**config.mk**
```make
export PLATFORM = sky130hd
export DESIGN_NAME = irq_dist_ctl
export DESIGN_NICKNAME = d
export VERILOG_FILES = /design/src/rtl/irq_dist_ctl.sv
export SDC_FILE = /design/constraint.sdc
export NUM_CORES = 1
export LEC_CHECK = 0
export ABC_CLOCK_PERIOD_IN_PS = 2500
export BUFFER_PORTS_ARGS = -buffer_cell sky130_fd_sc_hd__buf_2
export CORE_UTILIZATION = 35
export DETAILED_ROUTE_END_ITERATION = 10
export PLACE_DENSITY_LB_ADDON = 0.08
export SKIP_LAST_GASP = 1
export SLEW_MARGIN = 0
export SYNTH_ARGS = -nofsm -noshare
export SYNTH_HDL_FRONTEND = slang
export SYNTH_SLANG_ARGS = --single-unit
```
**constraint.sdc**
```tcl
create_clock -name clk -period 2.5 [get_ports clk]
set_input_delay 0.5 -clock clk [delete_from_list [all_inputs] [get_ports clk]]
set_output_delay 0.5 -clock clk [all_outputs]
set_load 0.02 [all_outputs]
```
**src/rtl/irq_dist_ctl.sv**
```systemverilog
module irq_dist_ctl #(
  parameter int NUM_IRQ = 96,
  parameter int ADDR_W  = 12
) (
  input  logic              clk,
  input  logic              rst_n,
  input  logic              bus_wr,
  input  logic              bus_rd,
  input  logic [ADDR_W-1:0] bus_addr,
  input  logic [31:0]       bus_wdata,
  input  logic [3:0]        bus_wstrb,
  input  logic              bus_secure,
  output logic [31:0]       bus_rdata,
  output logic              grp0_en,
  output logic              grp1ns_en,
  output logic              grp1s_en,
  output logic              sec_disabled
);

  localparam int WA = ADDR_W - 2;
  localparam logic [WA-1:0] W_CTRL = WA'(0);
  localparam logic [WA-1:0] W_TYPE = WA'(1);
  localparam logic [4:0]    LINES  = 5'(NUM_IRQ / 32 - 1);
  localparam logic [31:0]   NS_RD_MASK = 32'h8000_0012;

  logic en0_q, en1ns_q, en1s_q, ds_q, rt_ns_q;
  logic [31:0] rdata_q;

  wire [WA-1:0] widx     = bus_addr[ADDR_W-1:2];
  wire          ctrl_hit = (widx == W_CTRL);
  wire          type_hit = (widx == W_TYPE);
  wire          ns_view  = !bus_secure && !ds_q;

  wire [31:0] ctrl_full = {25'b0, ds_q, rt_ns_q, 1'b1, 1'b0, en1s_q, en1ns_q, en0_q};
  wire [31:0] type_val  = {6'b0, 1'b1, 1'b1, 5'hF, 8'b0, ~ds_q, 5'b0, LINES};

  wire [31:0] lane_m = {{8{bus_wstrb[3]}}, {8{bus_wstrb[2]}},
                        {8{bus_wstrb[1]}}, {8{bus_wstrb[0]}}};
  wire [31:0] mode_m = ds_q ? 32'h0000_0003 :
                       bus_secure ? 32'h0000_0047 : 32'h0000_0002;
  wire        wr_ctrl = bus_wr && ctrl_hit;
  wire [31:0] wm      = wr_ctrl ? (mode_m & lane_m) : 32'h0;
  wire        ds_set  = wm[6] && bus_wdata[6];

  wire unused_wd = ^{bus_wdata[31:7], bus_wdata[5:3], bus_addr[1:0]};

  always_ff @(posedge clk or negedge rst_n) begin
    if (!rst_n) begin
      en0_q   <= 1'b0;
      en1ns_q <= 1'b0;
      en1s_q  <= 1'b0;
      ds_q    <= 1'b0;
      rt_ns_q <= 1'b1;
    end else begin
      if (wm[0]) en0_q   <= bus_wdata[0];
      if (wm[1]) en1ns_q <= bus_wdata[1];
      if (ds_set)     en1s_q <= 1'b0;
      else if (wm[2]) en1s_q <= bus_wdata[2];
      if (ds_set) begin
        ds_q    <= 1'b1;
        rt_ns_q <= 1'b0;
      end
    end
  end

  always_ff @(posedge clk or negedge rst_n) begin
    if (!rst_n)
      rdata_q <= 32'h0;
    else if (bus_rd) begin
      if (ctrl_hit)      rdata_q <= ns_view ? (ctrl_full & NS_RD_MASK) : ctrl_full;
      else if (type_hit) rdata_q <= type_val;
      else               rdata_q <= 32'h0;
    end
  end

  assign bus_rdata    = rdata_q;
  assign grp0_en      = en0_q;
  assign grp1ns_en    = en1ns_q;
  assign grp1s_en     = en1s_q;
  assign sec_disabled = ds_q;

  AST_DS_STICKY: assert property (@(posedge clk) disable iff (!rst_n)
    ds_q |=> ds_q) else $error("ds cleared without reset");

  AST_G1S_OFF_IN_DS: assert property (@(posedge clk) disable iff (!rst_n)
    ds_q |-> !grp1s_en) else $error("secure group-1 enable set in single-state mode");

  AST_RT_NS_HELD: assert property (@(posedge clk) disable iff (!rst_n)
    !ds_q |-> rt_ns_q) else $error("routing bit lost while two states active");

  AST_NS_WRITE_LIMIT: assert property (@(posedge clk) disable iff (!rst_n)
    (bus_wr && ctrl_hit && !bus_secure && !ds_q) |=>
      ($stable(grp0_en) && $stable(grp1s_en) && $stable(sec_disabled)))
    else $error("non-secure write touched protected bits");

  AST_RD_HOLD: assert property (@(posedge clk) disable iff (!rst_n)
    !bus_rd |=> $stable(bus_rdata)) else $error("read data moved without a read");

  AST_RO_WRITE: assert property (@(posedge clk) disable iff (!rst_n)
    (bus_wr && !ctrl_hit) |=>
      ($stable(grp0_en) && $stable(grp1ns_en) && $stable(grp1s_en) && $stable(sec_disabled)))
    else $error("write to other offset changed control");

endmodule

```
## Word level (Yosys, flattened, before mapping)

Cells that the tools add are included.

- Output and inout bits: 36
- Flip-flop bits (word level): 37
- Word-level logic and storage cells: 24
- Memory bits (writable): 0
- Bits in latches: 0
- Input bits: 53
- Memories kept: 0
- Memory bits (read-only): 0

- Reductions and logical operators: 7
- Div/mod/pow operators: 0
- Equality and inequality tests: 1
- Shift-type cells: 0
- Order comparisons: 0
- Bitwise gates (word level): 2
- Mux-type cells: 8
- Multipliers: 0
- $add $sub $neg: 0

Operator list:

| operator | count |
|---|---|
| 26-bit two-way mux | 2 |
| 7-bit two-way mux | 4 |
| 10-bit by 1-bit == test with 1-bit output (second input constant) | 1 |
| 10-bit logical NOT | 1 |
| 7-bit bitwise AND | 1 |
| 1-bit logical AND | 3 |
| 1-bit logical NOT | 2 |
| 1-bit two-way mux | 2 |
| 2-bit nonzero test | 1 |
| 1-bit NOT | 1 |

## Longest topological paths before layout

- Depth in word-level cells: 6
- Gate-level depth with buffers: 4
- Gate-level depth less buffers: 4

## Least setup slack after synthesis

Ideal clock, no wire load.

- Kind: input-to-reg
- Start point: input port bus_addr[5]
- End point: register en1s_q, in the netlist grp1s_en
- Stages: 4
- Setup time: 0.125 ns
- Arrival time: 1.500 ns
- Setup slack: 0.876 ns
- Path buffers: 0
- Required time: 2.375 ns
- Cell sequence: nor4_4 nand4_2 nor3b_2 mux2_2

- Longest elaborated chain between the ends: 5
- Elaborated cells between the ends (all ways): 6
- Those cells by class: mux: 2; reduce/logical: 4

Ends and longest elaborated chain:

| what | line | text |
|---|---|---|
| start: declaration | 9 | `input logic [ADDR_W-1:0] bus_addr,` |
| 10-bit logical NOT * | 30 | `wire ctrl_hit = (widx == W_CTRL);` |
| 1-bit logical AND * | 41 | `wire wr_ctrl = bus_wr && ctrl_hit;` |
| 7-bit two-way mux * | 42 | `wire [31:0] wm = wr_ctrl ? (mode_m & lane_m) : 32'h0;` |
| 1-bit logical AND | 43 | `wire ds_set = wm[6] && bus_wdata[6];` |
| 1-bit two-way mux / 2-bit nonzero test (equally long branches) | n/a |  |
| end signal: assignment | 58 | `else if (wm[2]) en1s_q <= bus_wdata[2];` |
| end: declaration | 26 | `logic en0_q, en1ns_q, en1s_q, ds_q, rt_ns_q;` |

Every way passes the cells marked *; elsewhere a longest branch is shown, timed or not.
A chain may end at the register's enable or synchronous reset.

## Final worst setup path

Ends and elaborated chain as after synthesis.

==> reports/qor.csv <==
metric,value,unit
status,completed,
setup_tns,0,ns
rows,16,
initial_utilization,0.3775,
hold_viol_final,0,
dpl.cell_count,126,
die_w,48.24,um
setup_viol,0,
routabilityCongestion,0.6418,
syn-instance-count,69,
critPathArrivalTime,1.71,ns
crit_fanout,5,
nets,157,
setup.worst_path.start_class,input pin,
post-route-period-util,0.6173,
die_y,48.24,um
wl_per_cell,9.808,um
critical_path.max_stage_delay,0.34,ns
ant_nets,0,
power_density,454.1,nW/um2
final_cells,130,
drt_wl_total,1.275,mm
drtIter0Drc,6,
mostFrequentLayoutCell,buf_2,
synth-seq-cells,13,
layout_common_cells,"36 x buf_2, 19 x conb_1, 12 x dfrtp_1, 5 x nor2_1, 4 x a22o_1",
muxShareOfSynthArea,0.04515,
dpl.hpwl,1.035,mm
firstDrtPassIters,4,
clk_latency,0.28,ns
crit_path_top_delay_cell,mux2_2,
worstPathCellList,buf_2 -> nor4_4 -> nand4_2 -> nor3b_2 -> mux2_2,
vdd_drop_max,360.2,uV
slew_violations,0,
yosysTopAreaCell,dfrtp_1,
h-tree-depth,1,
stdcell_area,875.8,um2
fin_crit,1.543,ns
antenna_found_initial,0,
utilization,0.4419,
p_leak,0.5247,nW
syn_area,748.2,um2
rsz0062_at_grt,false,
endpoint_kind,flop,
vias,552,
clockRootBuffer,clkbuf_4,
drv_cap,0,
clkSlewWorstSetupHoldPaths,0.08,ns
ioPinCount,89,
drc,0,
ys_seq_area_frac,0.4365,
synth_compound_area_frac,0.1087,
synth_top_area_share,0.4013,
synth-simple-area-share,0.1488,
drive_above_1_share,0.4563,
grt_max_degree,14,
portBuffers,36,
cts.sinks,13,
syn_area_per_cell,10.84,um2
path_class,input pin to flop,
max_freq,648.0,MHz
grt_pass1_wl,1.904,mm
synth-xor-area-share,0,
route.met2.wl,624,um
cts-hold-fix-buffers,0,
post_cts.repair.setup_buffers,0,
fp.coreArea,1982,um2
area_growth_syn_to_layout,17.06,%
ys_warn_count,0,
placed_area,849.6,um2
n_fill_cell,204,
drt-met1-wl,538,um
die_area,2327,um2
fin_skew,0.001091,ns
synth_top_family_by_area,buffers and inverters,
grt_pass1_vias,433,
grt.overflow.total,0,
hp-class,input pin to asynchronous set/reset pin,
top_layer_used,met3,
synthAdderAreaFrac,0,
clk_path_buf_depth,2,
post_cts_resized,0,
grt_usage,0.1248,
cts_tree,done,
met3_length,112,um
yosys-top-cells-area,"dfrtp_1 40%, buf_4 24%, a22o_1 4.7%",
diodes,0,
worstPathRequired,2.67,ns
synth.distinct_cells,23,
cts_buffers,3,
viasPerCell,4.246,
registers in the layout (all words and copies together) (netlist names):
| signal | cells |
|---|---|
| rt_ns_q | 1 |
| bus_rdata | 8 |
| grp1s_en | 1 |
| sec_disabled | 1 |
| grp0_en | 1 |
| grp1ns_en | 1 |
worst max-delay path: cells and delay by family:
family,cells,cell delay (ns)
buffers and inverters,1,0.11
AND/OR/NAND/NOR,3,0.76
multiplexers,1,0.34
kinds of logic (layout without fill, tap and decap cells):
logic type	count (synthesis)	count (layout)
other	1	19
flip-flops	13	13
AO/OA/AOI/OAI	10	10
multiplexers	3	3
buffers and inverters	27	43
AND/OR/NAND/NOR	15	15
synth_stat cells:
library cell,count
nor4_4,1
nor3b_2,1
or2_1,1
o21bai_1,1
a21o_1,1
inv_1,3
dfrtp_1,12
nand4_1,1
nand2_1,1
o31a_1,1
and3b_1,1
a22o_1,4
conb_1,1
nor3_1,1
dfstp_2,1
mux2_2,3
o2bb2ai_1,2
nand4_2,1
nor3_2,1
o21ai_0,1
nor2b_1,1
buf_4,24
nor2_1,5
stage by stage:
stage | total power [mW] | worst slack [ns] | hold WS, ns
final | 0.3977 | 0.9568 | 0.09456
after detailed placement | 0.2714 | 0.6308 | 0.4003
after CTS | 0.4034 | 0.9302 | 0.09600
after global placement | 0.2710 | 0.6320 | 0.4025
after floorplan | 0.2709 | 0.8757 | 0.2044
after global routing | 0.4176 | 0.9185 | 0.1030
worst paths after layout:
path | startpoint | to | slack, ns | cells past startpoint
setup / recovery | bus_addr[5] | grp1s_en | 0.96 | 5
hold / removal | rst_n | grp1s_en | 0.09 | 1
setup reg to reg | sec_disabled | grp0_en | 1.32 | 3
hold reg to reg | rt_ns_q | rt_ns_q | 0.46 | 1
max in group asynchronous | rst_n | rt_ns_q | 2.13 | 1
min in group clk | bus_rd | bus_rdata[24] | 0.44 | 2
per-layer routing:
layer  vias to the layer above  track usage
met5                         -            0
met4                         0      0.03333
met3                         0      0.07037
met2                        36       0.2027
met1                       254       0.1409
li1                        262            -
where the power goes:
group / leakage (nW) / internal [mW] / switching, mW / total, mW
Sequential: 0.178 / 0.211 / 0.000362 / 0.211
Combinational: 0.332 / 0.0144 / 0.0416 / 0.0560
Clock: 0.0150 / 0.0619 / 0.0689 / 0.131
Total: 0.525 / 0.287 / 0.111 / 0.398
cell type report:
cell class	count	area [um2]	area share
Clock buffer	4	26.28	0.03000
Timing Repair Buffer	36	180.2	0.2057
Tap cell	27	33.78	0.03857
Multi-Input combinational cell	47	297.8	0.3400
Inverter	3	11.26	0.01286
Sequential cell	13	326.6	0.3729
Power figures use the tool's default switching activity.
